<file path="src/rtl/bip8_pkg.sv">
package bip8_pkg;

    typedef logic [7:0] byte_t;

    // Selection made for one output byte
    typedef enum logic [1:0] {
        OSEL_PASS = 2'd0,
        OSEL_ZERO = 2'd1,
        OSEL_CODE = 2'd2
    } osel_e;

    // One byte beat on either stream
    typedef struct packed {
        logic  valid;
        logic  sof;
        byte_t data;
    } beat_t;

    // Fold one byte into a running even bit-interleaved parity
    function automatic byte_t parity_fold(input byte_t acc, input byte_t b);
        return acc ^ b;
    endfunction

    // Apply diagnostic inversion to an inserted code
    function automatic byte_t apply_inject(input byte_t code, input logic inj);
        return code ^ {8{inj}};
    endfunction

endpackage

</file>
<file path="src/rtl/bip8_frame_pos.sv">
module bip8_frame_pos #(
    parameter int FRAME_LEN = 2430,
    parameter int POS_W     = $clog2(FRAME_LEN)
) (
    input  logic             clk,
    input  logic             rst,
    input  logic             valid,
    input  logic             sof,
    output logic [POS_W-1:0] pos_cur,
    output logic             is_first,
    output logic             is_last
);
    localparam logic [POS_W-1:0] LAST_POS = POS_W'(FRAME_LEN - 1);

    logic [POS_W-1:0] next_q;

    // Index of the byte presented in this cycle
    always_comb begin
        pos_cur  = sof ? '0 : next_q;
        is_first = (pos_cur == '0);
        is_last  = (pos_cur == LAST_POS);
    end

    always_ff @(posedge clk) begin
        if (rst) begin
            next_q <= '0;
        end else if (valid) begin
            next_q <= is_last ? '0 : pos_cur + 1'b1;
        end
    end
endmodule

</file>
<file path="src/rtl/bip8_parity_acc.sv">
module bip8_parity_acc
    import bip8_pkg::*;
(
    input  logic  clk,
    input  logic  rst,
    input  beat_t beat,
    input  logic  first,
    input  logic  last,
    output byte_t acc_q,
    output byte_t code_q,
    output logic  have_code
);
    byte_t acc_next;

    always_comb begin
        acc_next = first ? beat.data : parity_fold(acc_q, beat.data);
    end

    always_ff @(posedge clk) begin
        if (rst) begin
            acc_q     <= '0;
            code_q    <= '0;
            have_code <= 1'b0;
        end else if (beat.valid) begin
            acc_q <= acc_next;
            if (last) begin
                code_q    <= acc_next;
                have_code <= 1'b1;
            end
        end
    end
endmodule

</file>
<file path="src/rtl/bip8_b1_mux.sv">
module bip8_b1_mux
    import bip8_pkg::*;
(
    input  byte_t in_data,
    input  logic  at_b1,
    input  logic  have_code,
    input  byte_t code,
    input  logic  inject,
    output byte_t out_data
);
    osel_e sel;
    byte_t base;

    always_comb begin
        if (!at_b1)         sel = OSEL_PASS;
        else if (have_code) sel = OSEL_CODE;
        else                sel = OSEL_ZERO;

        unique case (sel)
            OSEL_CODE: base = code;
            OSEL_ZERO: base = '0;
            default:   base = in_data;
        endcase

        out_data = (sel == OSEL_PASS) ? base : apply_inject(base, inject);
    end
endmodule

</file>
<file path="src/rtl/bip8_section_gen.sv">
module bip8_section_gen
    import bip8_pkg::*;
#(
    parameter int FRAME_COLS = 270,
    parameter int FRAME_ROWS = 9,
    parameter int B1_ROW     = 1,
    parameter int B1_COL     = 0
) (
    input  logic       clk,
    input  logic       rst,
    input  logic       tx_in_valid,
    input  logic       tx_in_sof,
    input  logic [7:0] tx_in_data,
    input  logic       scr_valid,
    input  logic       scr_sof,
    input  logic [7:0] scr_data,
    input  logic       err_inject,
    output logic       tx_out_valid,
    output logic       tx_out_sof,
    output logic [7:0] tx_out_data
);
    localparam int               FRAME_LEN = FRAME_COLS * FRAME_ROWS;
    localparam int               POS_W     = $clog2(FRAME_LEN);
    localparam logic [POS_W-1:0] B1_POS    = POS_W'(B1_ROW * FRAME_COLS + B1_COL);

    beat_t pre_beat, scr_beat;

    always_comb begin
        pre_beat = '{valid: tx_in_valid, sof: tx_in_sof, data: tx_in_data};
        scr_beat = '{valid: scr_valid,   sof: scr_sof,   data: scr_data};
    end

    // Position tracking, one counter per stream
    logic [POS_W-1:0] pre_pos, scr_pos;
    logic             pre_first, pre_last, scr_first, scr_last;

    bip8_frame_pos #(.FRAME_LEN(FRAME_LEN), .POS_W(POS_W)) u_pre_pos (
        .clk     (clk),
        .rst     (rst),
        .valid   (pre_beat.valid),
        .sof     (pre_beat.sof),
        .pos_cur (pre_pos),
        .is_first(pre_first),
        .is_last (pre_last)
    );

    bip8_frame_pos #(.FRAME_LEN(FRAME_LEN), .POS_W(POS_W)) u_scr_pos (
        .clk     (clk),
        .rst     (rst),
        .valid   (scr_beat.valid),
        .sof     (scr_beat.sof),
        .pos_cur (scr_pos),
        .is_first(scr_first),
        .is_last (scr_last)
    );

    // Parity over the scrambled stream
    byte_t acc_q, code_q;
    logic  have_code;

    bip8_parity_acc u_acc (
        .clk      (clk),
        .rst      (rst),
        .beat     (scr_beat),
        .first    (scr_first),
        .last     (scr_last),
        .acc_q    (acc_q),
        .code_q   (code_q),
        .have_code(have_code)
    );

    // B1 substitution on the pre-scrambler stream
    logic  pre_at_b1;
    byte_t mux_data;

    always_comb begin
        pre_at_b1 = (pre_pos == B1_POS);
    end

    bip8_b1_mux u_mux (
        .in_data  (pre_beat.data),
        .at_b1    (pre_at_b1),
        .have_code(have_code),
        .code     (code_q),
        .inject   (err_inject),
        .out_data (mux_data)
    );

    // Output register
    beat_t out_q;

    always_ff @(posedge clk) begin
        if (rst) begin
            out_q <= '0;
        end else begin
            out_q.valid <= pre_beat.valid;
            out_q.sof   <= pre_beat.valid & pre_beat.sof;
            if (pre_beat.valid) out_q.data <= mux_data;
        end
    end

    always_comb begin
        tx_out_valid = out_q.valid;
        tx_out_sof   = out_q.sof;
        tx_out_data  = out_q.data;
    end

    // Unused position outputs of the pre stream
    logic unused_pre;
    always_comb unused_pre = pre_first ^ pre_last;

endmodule

</file>
<file path="config.mk">
export PLATFORM = sky130hd
export DESIGN_NAME = bip8_section_gen
export DESIGN_NICKNAME = d
export VERILOG_FILES = /design/src/rtl/bip8_pkg.sv /design/src/rtl/bip8_frame_pos.sv /design/src/rtl/bip8_parity_acc.sv /design/src/rtl/bip8_b1_mux.sv /design/src/rtl/bip8_section_gen.sv
export SDC_FILE = /design/constraint.sdc
export NUM_CORES = 1
export LEC_CHECK = 0
export ABC_AREA = 1
export BUFFER_PORTS_ARGS = -buffer_cell sky130_fd_sc_hd__buf_2
export CORE_MARGIN = 4
export CORE_UTILIZATION = 55
export DETAILED_ROUTE_END_ITERATION = 8
export PLACE_DENSITY = 0.75
export SYNTH_ARGS = -nofsm -noshare
export SYNTH_HDL_FRONTEND = slang
export SYNTH_HIERARCHICAL = 1
export SYNTH_SLANG_ARGS = --single-unit
</file>
<file path="constraint.sdc">
create_clock -name clk -period 2.4 [get_ports clk]
set_input_delay 0.36 -clock clk [delete_from_list [all_inputs] [get_ports clk]]
set_output_delay 0.36 -clock clk [all_outputs]
set_load 0.02 [all_outputs]
</file>
==> results of run 1 <==
[final timing paths]
check	end	slack [ps]	cells past startpoint
max	tx_out_data[6]	220	16
min	u_acc/code_q[3]	380	4
max reg2reg	tx_out_data[6]	220	16
min reg2reg	tx_out_data[3]	470	2
[worst max-delay path, cell delays in order (launching register included)]
cell and delay [ps]:
dfxtp_1 360, inv_1 90, nor2_1 130, nand2_1 70
nor2_1 100, nand2_1 80, nor2_2 160, nand2_1 80
ha_2 430, inv_4 80, nand2_1 110, o21ai_1 90
nand2_1 60, nand2_1 40, inv_1 50, nand2_1 60
a21oi_2 130
[through the flow]
stage	hold slack [ps]	utilization	cells	worst slack [ps]	total power [W]
after global placement	449.9	0.6205	616	-12.77	0.001085
after detailed placement	451.4	0.6205	616	-60.06	0.001090
after global routing	395.3	0.6388	624	-7.289	0.001685
final	384.4	0.6388	624	221.3	0.001601
after CTS	370.9	0.6379	624	109.0	0.001625
after floorplan	429.1	-	515	237.0	0.001034
[power breakdown]
part           leakage, nW  internal [W]  switching [W]
Clock               0.0502      0.000217       0.000315
Combinational         1.24     0.0000645       0.000121
Sequential           0.415      0.000869      0.0000148
Total                 1.71       0.00115       0.000451
[layout make-up]
class	instances	share of cell area
repair buffers	42	0.06567
inverters	91	0.09885
well taps	72	0.02515
clock buffers	5	0.01921
multi-input cells	360	0.4981
flip-flops and latches	51	0.2850
clock inverters	3	0.008034
[registers in the layout, summed over array words and instances, names as in the netlist]
| signal | count |
|---|---|
| tx_out_data | 8 |
| tx_out_sof | 1 |
| tx_out_valid | 1 |
| u_acc/acc_q | 8 |
| u_acc/code_q | 8 |
| u_acc/have_code | 1 |
| u_pre_pos/next_q | 12 |
| u_scr_pos/next_q | 12 |
[per-layer routing]
| layer | vias up | GRT usage | share of wire |
|---|---|---|---|
| li1 | 1680 | - | - |
| met1 | 1364 | 0.2682 | 0.48 |
| met2 | 66 | 0.3305 | 0.47 |
| met3 | 8 | 0.02427 | 0.039 |
| met4 | 0 | 0.04604 | 0.010 |
| met5 | - | 0 | 0 |
[layout by cell type (no fill, tap or decap), drive strengths merged, types with 5 or more instances in the layout]
cell type	count
nand2	177
inv	92
nand3	58
dfxtp	51
a21oi	50
nor2	44
buf	42
o21ai	18
clkbuf	5
nand4	5
[timing repair]
action                                  4_1_cts  5_1_grt
endpoints found under the setup margin        0        8
gates resized for setup                       0        2
endpoints found under the hold margin         0        0
==> flow_metrics.tcl, run 1 <==
set metrics [dict create \
    fmax_ghz 0.4590 \
    dieArea_um2 7217 \
    remaining_drc_errors 0 \
    via_count 3118 \
    min_from "scr_data[3]" \
    timing_worst_setup_path_type "reg -> reg" \
    cts-hold-fix-buffers 0 \
    place_congestion 0.8962 \
    synth_area_per_cell_um2 6.324 \
    post_cts_buffers 0 \
    outcome "complete, no violations" \
    critPathLaunchType "flip-flop" \
    antenna_found_initial 0 \
    power.leakage_nw 1.706 \
    seq_area_um2 1021 \
    multi_input_area_um2 1784 \
    drt_iter0_markers 209 \
    clk_path_buf_depth 2 \
    r2r_start "u_pre_pos/next_q[2]" \
    hold_path_class "in -> reg" \
    core_um2 5608 \
    io_pins 33 \
    cts-buffers-inserted 5 \
    via_per_inst 4.997 \
    grt_pass1_vias 2876 \
    maxCapViolations 0 \
    ir_worst_vdd_v 0.0002824 \
    period_share 0.9078 \
    slew_viol_final 0 \
    period_minus_slack_ps 2179 \
    wl_um 6856 \
    grt_max_degree 36 \
    layout-drive-gt1-share 0.1866 \
    dp_hpwl_um 5031 \
    final_design_area_no_fill_um2 3582 \
    crit_path_start "u_pre_pos/next_q[2]" \
    setup_viol 0 \
    syn-cell-area_um2 3257 \
    max-slew-margin-rel 0.6419 \
    wl_per_cell_um 10.99 \
    start_util 0.5808 \
    rows 27 \
    cts_root_buf "clkbuf_8" \
    cts_tree "built" \
    die_w_um 84.95 \
    drtAntennaViolNets 0 \
    p_per_area_nw_per_um2 446.8 \
    area.growth.synth_to_final_pct 9.989 \
    tightestPinTransition_ps 536.5 \
    htreeDepth 2 \
    clk_latency_ps 310 \
    die_y_um 84.95 \
    syn_inst 515 \
    grt_usage 0.1966 \
    finalHoldViolCount 0 \
    crit_fanout 9 \
    place_area_um2 3480 \
    layout.nets 578 \
    nFillCells 546 \
    cp.arrival_ps 2420 \
    synth_warnings 6 \
    synth_nets 542 \
    io_buffers 32 \
    grt_pass1_wl_um 12260 \
    antennaDiodeCount 0 \
    fin_worst_skew_ps 8.519 \
    worstPathRequired_ps 2640 \
    clock-sinks 51 \
    clk_pin_slew_ps 110 \
    cp-end-kind "flip-flop" \
    tns_ps 0 \
    dr.pass1.iters 5 \
    overflow 0 \
]
No activity file was read; power rests on OpenSTA's default activity.
==> inputs of run 2 (changes only) <==
==> constraint.sdc (replaced) <==
create_clock -name clk -period 2.5 [get_ports clk]
set_input_delay 0.375 -clock clk [delete_from_list [all_inputs] [get_ports clk]]
set_output_delay 0.375 -clock clk [all_outputs]
set_load 0.02 [all_outputs]
==> run 2 against run 1 <==
Final cell count shrank 0.80%. Total power shrank 4.0%. Clock power shrank 3%. Core utilization shrank 0.67 points. Sequential cell count is the same. Clock skew grew 4.1 ps.
==> flow_metrics.tcl, run 2 (same netlist as run 1, synthesis figures left out) <==
set metrics [dict create \
    clock-sinks 51 \
    die_y_um 84.95 \
    p_per_area_nw_per_um2 433.7 \
    hold_path_class "in -> reg" \
    cts_root_buf "clkbuf_8" \
    post_cts_buffers 0 \
    period_minus_slack_ps 2199 \
    grt_pass1_wl_um 11850 \
    dieArea_um2 7217 \
    cts-buffers-inserted 5 \
    place_congestion 0.9191 \
    seq_area_um2 1021 \
    clk_latency_ps 310 \
    max-slew-margin-rel 0.6467 \
    ir_worst_vdd_v 0.0003196 \
    dr.pass1.iters 4 \
    via_per_inst 4.926 \
    worstPathRequired_ps 2750 \
    outcome "complete, no violations" \
    cts_tree "built" \
    clk_path_buf_depth 2 \
    htreeDepth 2 \
    slew_viol_final 0 \
    die_w_um 84.95 \
    rows 27 \
    maxCapViolations 0 \
    multi_input_area_um2 1784 \
    power.leakage_nw 1.682 \
    dp_hpwl_um 5016 \
    final_util 0.6321 \
    pre_cts_slack_ps 38.74 \
    crit_fanout 9 \
    wl_um 6746 \
    grt_max_degree 36 \
    antennaDiodeCount 0 \
    final_common_cell "nand2_1" \
    fmax_ghz 0.4548 \
    grt_pass1_vias 2763 \
    timing_worst_setup_path_type "reg -> reg" \
    area.growth.synth_to_final_pct 8.836 \
    drtAntennaViolNets 0 \
    setup_viol 0 \
    clk_pin_slew_ps 100 \
    drt_iter0_markers 158 \
    final_cell_mix "163 x nand2_1, 81 x inv_1, 52 x nand3_1, 51 x dfxtp_1, 42 x a21oi_1" \
    period_share 0.8795 \
    tightestPinTransition_ps 529.3 \
    cp-end-kind "flip-flop" \
    largestRegisters "u_pre_pos/next_q: 12 flops, u_scr_pos/next_q: 12 flops" \
    cp.arrival_ps 2450 \
    critPathLaunchType "flip-flop" \
    grt_usage 0.1917 \
    via_count 3049 \
    layout-drive-gt1-share 0.1792 \
    finalHoldViolCount 0 \
    fin_worst_skew_ps 12.67 \
    layout.nets 573 \
    start_util 0.5808 \
    grt_setup_unrepaired "no" \
    nFillCells 523 \
    layout_setup_ws_ps 301.3 \
    overflow 0 \
    core_um2 5608 \
    antenna_found_initial 0 \
    remaining_drc_errors 0 \
    io_pins 33 \
    io_buffers 32 \
    wl_per_cell_um 10.90 \
    tns_ps 0 \
]
run 2: cell count changes in the layout (fill, tap and decap cells not counted), sizes merged:
| cell | before | now |
|---|---|---|
| buf | 42 | 37 |
run 2: layer usage:
metal  up-vias  GRT usage  routed length, um
li1       1669          -                  -
met1      1318     0.2507               3246
met2        54     0.3227               3163
met3         8    0.03398                252
met4         0    0.05468                 83
met5         -          0                  0
run 2: cell type report:
type                       count  share of cell area
clock buffer                   5             0.01941
clock inverter                 3            0.008119
inverter                      91             0.09989
multi-input combinational    360              0.5034
sequential                    51              0.2880
tap                           72             0.02541
timing repair buffer          37             0.05577
run 2: per-stage QoR:
stage	total power (W)	area (um2)	hold WS, ps	cells
2_1_floorplan	0.0009930	3257	444.1	515
3_3_place_gp	0.001039	3442	450.4	611
3_5_place_dp	0.001045	3442	452.1	611
4_1_cts	0.001563	3540	386.1	619
5_1_grt	0.001621	3545	416.1	619
6_report	0.001537	3545	407.7	619
run 2: timing repair:
item,4_1_cts,5_1_grt
hold buffers,0,0
resized for setup,0,2
endpoints found under the setup margin,0,8
run 2: worst paths after layout:
check                                    startpoint               to  slack [ps]  depth (start not counted)
worst min register to register       tx_out_data[3]   tx_out_data[3]         460                          2
worst min-delay path                    scr_data[7]  u_acc/code_q[7]         410                          4
worst max-delay path            u_pre_pos/next_q[2]   tx_out_data[1]         300                         16
worst max register to register  u_pre_pos/next_q[2]   tx_out_data[1]         300                         16
run 2: worst max-delay path: stages, from the launching register on:
cell and delay (ps):
dfxtp_1 370, inv_1 90, nor2_1 180, nand2_1 70, nor2_1 110, nand2_1 70
nor2_2 150, nand2_1 80, ha_2 420, inv_4 80, nand2_1 80, o21ai_1 60
nand2_1 60, nand2_1 60, inv_1 60, nand2_1 60, a21oi_2 140
run 2: report_power, final:
| part | internal [W] | switching [W] |
|---|---|---|
| sequential | 0.000834 | 0.0000141 |
| combinational | 0.0000611 | 0.000116 |
| clock | 0.000208 | 0.000305 |
==> inputs of run 3 (changes only) <==
--- a/config.mk
+++ b/config.mk
@@ -8,9 +8,8 @@
 export ABC_AREA = 1
 export BUFFER_PORTS_ARGS = -buffer_cell sky130_fd_sc_hd__buf_2
 export CORE_MARGIN = 4
-export CORE_UTILIZATION = 55
+export CORE_UTILIZATION = 30
 export DETAILED_ROUTE_END_ITERATION = 8
-export PLACE_DENSITY = 0.75
 export SYNTH_ARGS = -nofsm -noshare
 export SYNTH_HDL_FRONTEND = slang
 export SYNTH_HIERARCHICAL = 1
==> run 3 against run 2 <==
Core utilization is 28 points lower. Via count is 0.98% higher. Clock power is 35% higher. Total power is 12% higher. Combinational power hardly changed. Largest cell class unchanged. Highest routed layer unchanged.
==> flow_metrics.tcl, run 3 (same netlist as run 1, synthesis figures left out) <==
set metrics [dict create \
    outcome "complete, no violations" \
    grt_setup_unrepaired "no" \
    reg2reg_slack_ps 310 \
    overflow 0 \
    final_design_area_no_fill_um2 3671 \
    grt_pass1_vias 2877 \
    cts-hold-fix-buffers 0 \
    hold_path_class "in -> reg" \
    grt_pass1_wl_um 12940 \
    via_count 3079 \
    hold_ws_ps 367.3 \
    r2r_cells 16 \
    p_per_area_nw_per_um2 467.5 \
    reg2reg_to "tx_out_data[1]" \
    antennaDiodeCount 0 \
    fmax_ghz 0.4572 \
    tns_ps 0 \
    place_area_um2 3522 \
    timing_worst_setup_path_type "reg -> reg" \
    power.leakage_nw 1.699 \
    crit_fanout 9 \
    rows 37 \
    drt_iter0_markers 187 \
    max-slew-margin-rel 0.6403 \
    tightestPinTransition_ps 538.9 \
    remaining_drc_errors 0 \
    pre_cts_slack_ps -48.72 \
    cp-end-kind "flip-flop" \
    worstPathRequired_ps 2740 \
    multi_input_area_um2 1792 \
    cts_tree "built" \
    area.growth.synth_to_final_pct 12.72 \
    clock-sinks 51 \
    via_per_inst 4.508 \
    cts_root_buf "clkbuf_8" \
    dp_hpwl_um 5390 \
    layout.nets 573 \
    setup_viol 0 \
    layout-drive-gt1-share 0.1773 \
    period_share 0.8749 \
    htreeDepth 2 \
    dp_cells 675 \
    fin_worst_skew_ps 5.559 \
    start_util 0.3113 \
    dr.pass1.iters 4 \
    place_congestion 0.8707 \
    cts-buffers-inserted 5 \
    die_y_um 112.2 \
    critPathLaunchType "flip-flop" \
    wl_per_cell_um 10.66 \
    antenna_found_initial 0 \
    final_common_cell "nand2_1" \
    maxCapViolations 0 \
    seq_area_um2 1021 \
    wl_um 7282 \
    ir_worst_vdd_v 0.0002502 \
    clk_pin_slew_ps 100 \
    io_buffers 32 \
    layout_setup_ws_ps 312.8 \
    io_pins 33 \
    final_cell_mix "163 x nand2_1, 81 x inv_1, 52 x nand3_1, 51 x dfxtp_1, 42 x a21oi_1" \
    slew_viol_final 0 \
    dieArea_um2 12590 \
    finalHoldViolCount 0 \
    clk_path_buf_depth 2 \
    period_minus_slack_ps 2187 \
    worstSetupEndpoint "tx_out_data[1]" \
    r2r_start "u_pre_pos/next_q[2]" \
    crit_path_start "u_pre_pos/next_q[2]" \
    grt_usage 0.1190 \
    cp.arrival_ps 2430 \
    die_w_um 112.2 \
    grt_max_degree 36 \
    core_um2 10460 \
    nFillCells 1162 \
    clk_latency_ps 310 \
    post_cts_buffers 0 \
    instances_no_fill 683 \
    largestRegisters "u_pre_pos/next_q: 12 flops, u_scr_pos/next_q: 12 flops" \
    drtAntennaViolNets 0 \
]
## run 3: cell types whose count changed in the layout (fill, tap and decap cells not counted)
cell	change
inv_8	-1
ha_2	-1
clkinvlp_4	+1
nor2_2	-1
clkinv_4	-2
bufinv_16	+2
ha_4	+1
nor2_1	+1
## run 3: metrics by stage
| step | utilization | power (W) |
|---|---|---|
| floorplan | - | 0.0009930 |
| global placement | 0.3366 | 0.001043 |
| detailed placement | 0.3366 | 0.001048 |
| CTS | 0.3497 | 0.001747 |
| global route | 0.3509 | 0.001798 |
| finish | 0.3509 | 0.001716 |
## run 3: how the worst min path moves through the flow
stage,start,end,cells past startpoint
6_report,tx_in_sof,tx_out_sof,3
4_1_cts,tx_in_sof,tx_out_sof,3
2_1_floorplan,rst,u_pre_pos/next_q[0],1
3_3_place_gp,tx_out_data[6],tx_out_data[6],2
3_5_place_dp,tx_out_data[0],tx_out_data[0],2
5_1_grt,tx_in_sof,tx_out_sof,3
## run 3: cell type report
class / count / share of cell area
clock buffers: 5 / 0.01875
clock inverters: 3 / 0.01840
inverters: 91 / 0.09646
multi-input cells: 360 / 0.4881
flip-flops and latches: 51 / 0.2781
well taps: 136 / 0.04635
repair buffers: 37 / 0.05385
## run 3: worst max-delay path, cell delays in order, from the launching register on
cell and delay [ps]:
dfxtp_1 370, inv_1 90, nor2_1 150, nand2_1 70, nor2_1 100, nand2_1 60
nor2_1 210, nand2_1 140, ha_4 340, inv_4 70, nand2_1 90, o21ai_1 70
nand2_1 60, nand2_1 60, inv_1 60, nand2_1 60, a21oi_2 140
## run 3: power breakdown
part | switching [W] | internal (W) | leakage [nW]
Combinational | 0.000118 | 0.0000599 | 1.22
Clock | 0.000291 | 0.000399 | 0.0644
Sequential | 0.0000146 | 0.000834 | 0.415
## run 3: what timing repair did
item                       in CTS  in global routing
setup endpoints to repair       0                  8
resized for setup               0                  2
hold endpoints to repair        0                  0
## run 3: per-layer routing
| metal | track usage | share of wire |
|---|---|---|
| met5 | 0 | 0 |
| met2 | 0.1911 | 0.44 |
| met3 | 0.03288 | 0.048 |
| met4 | 0.02324 | 0.0093 |
| met1 | 0.1610 | 0.51 |
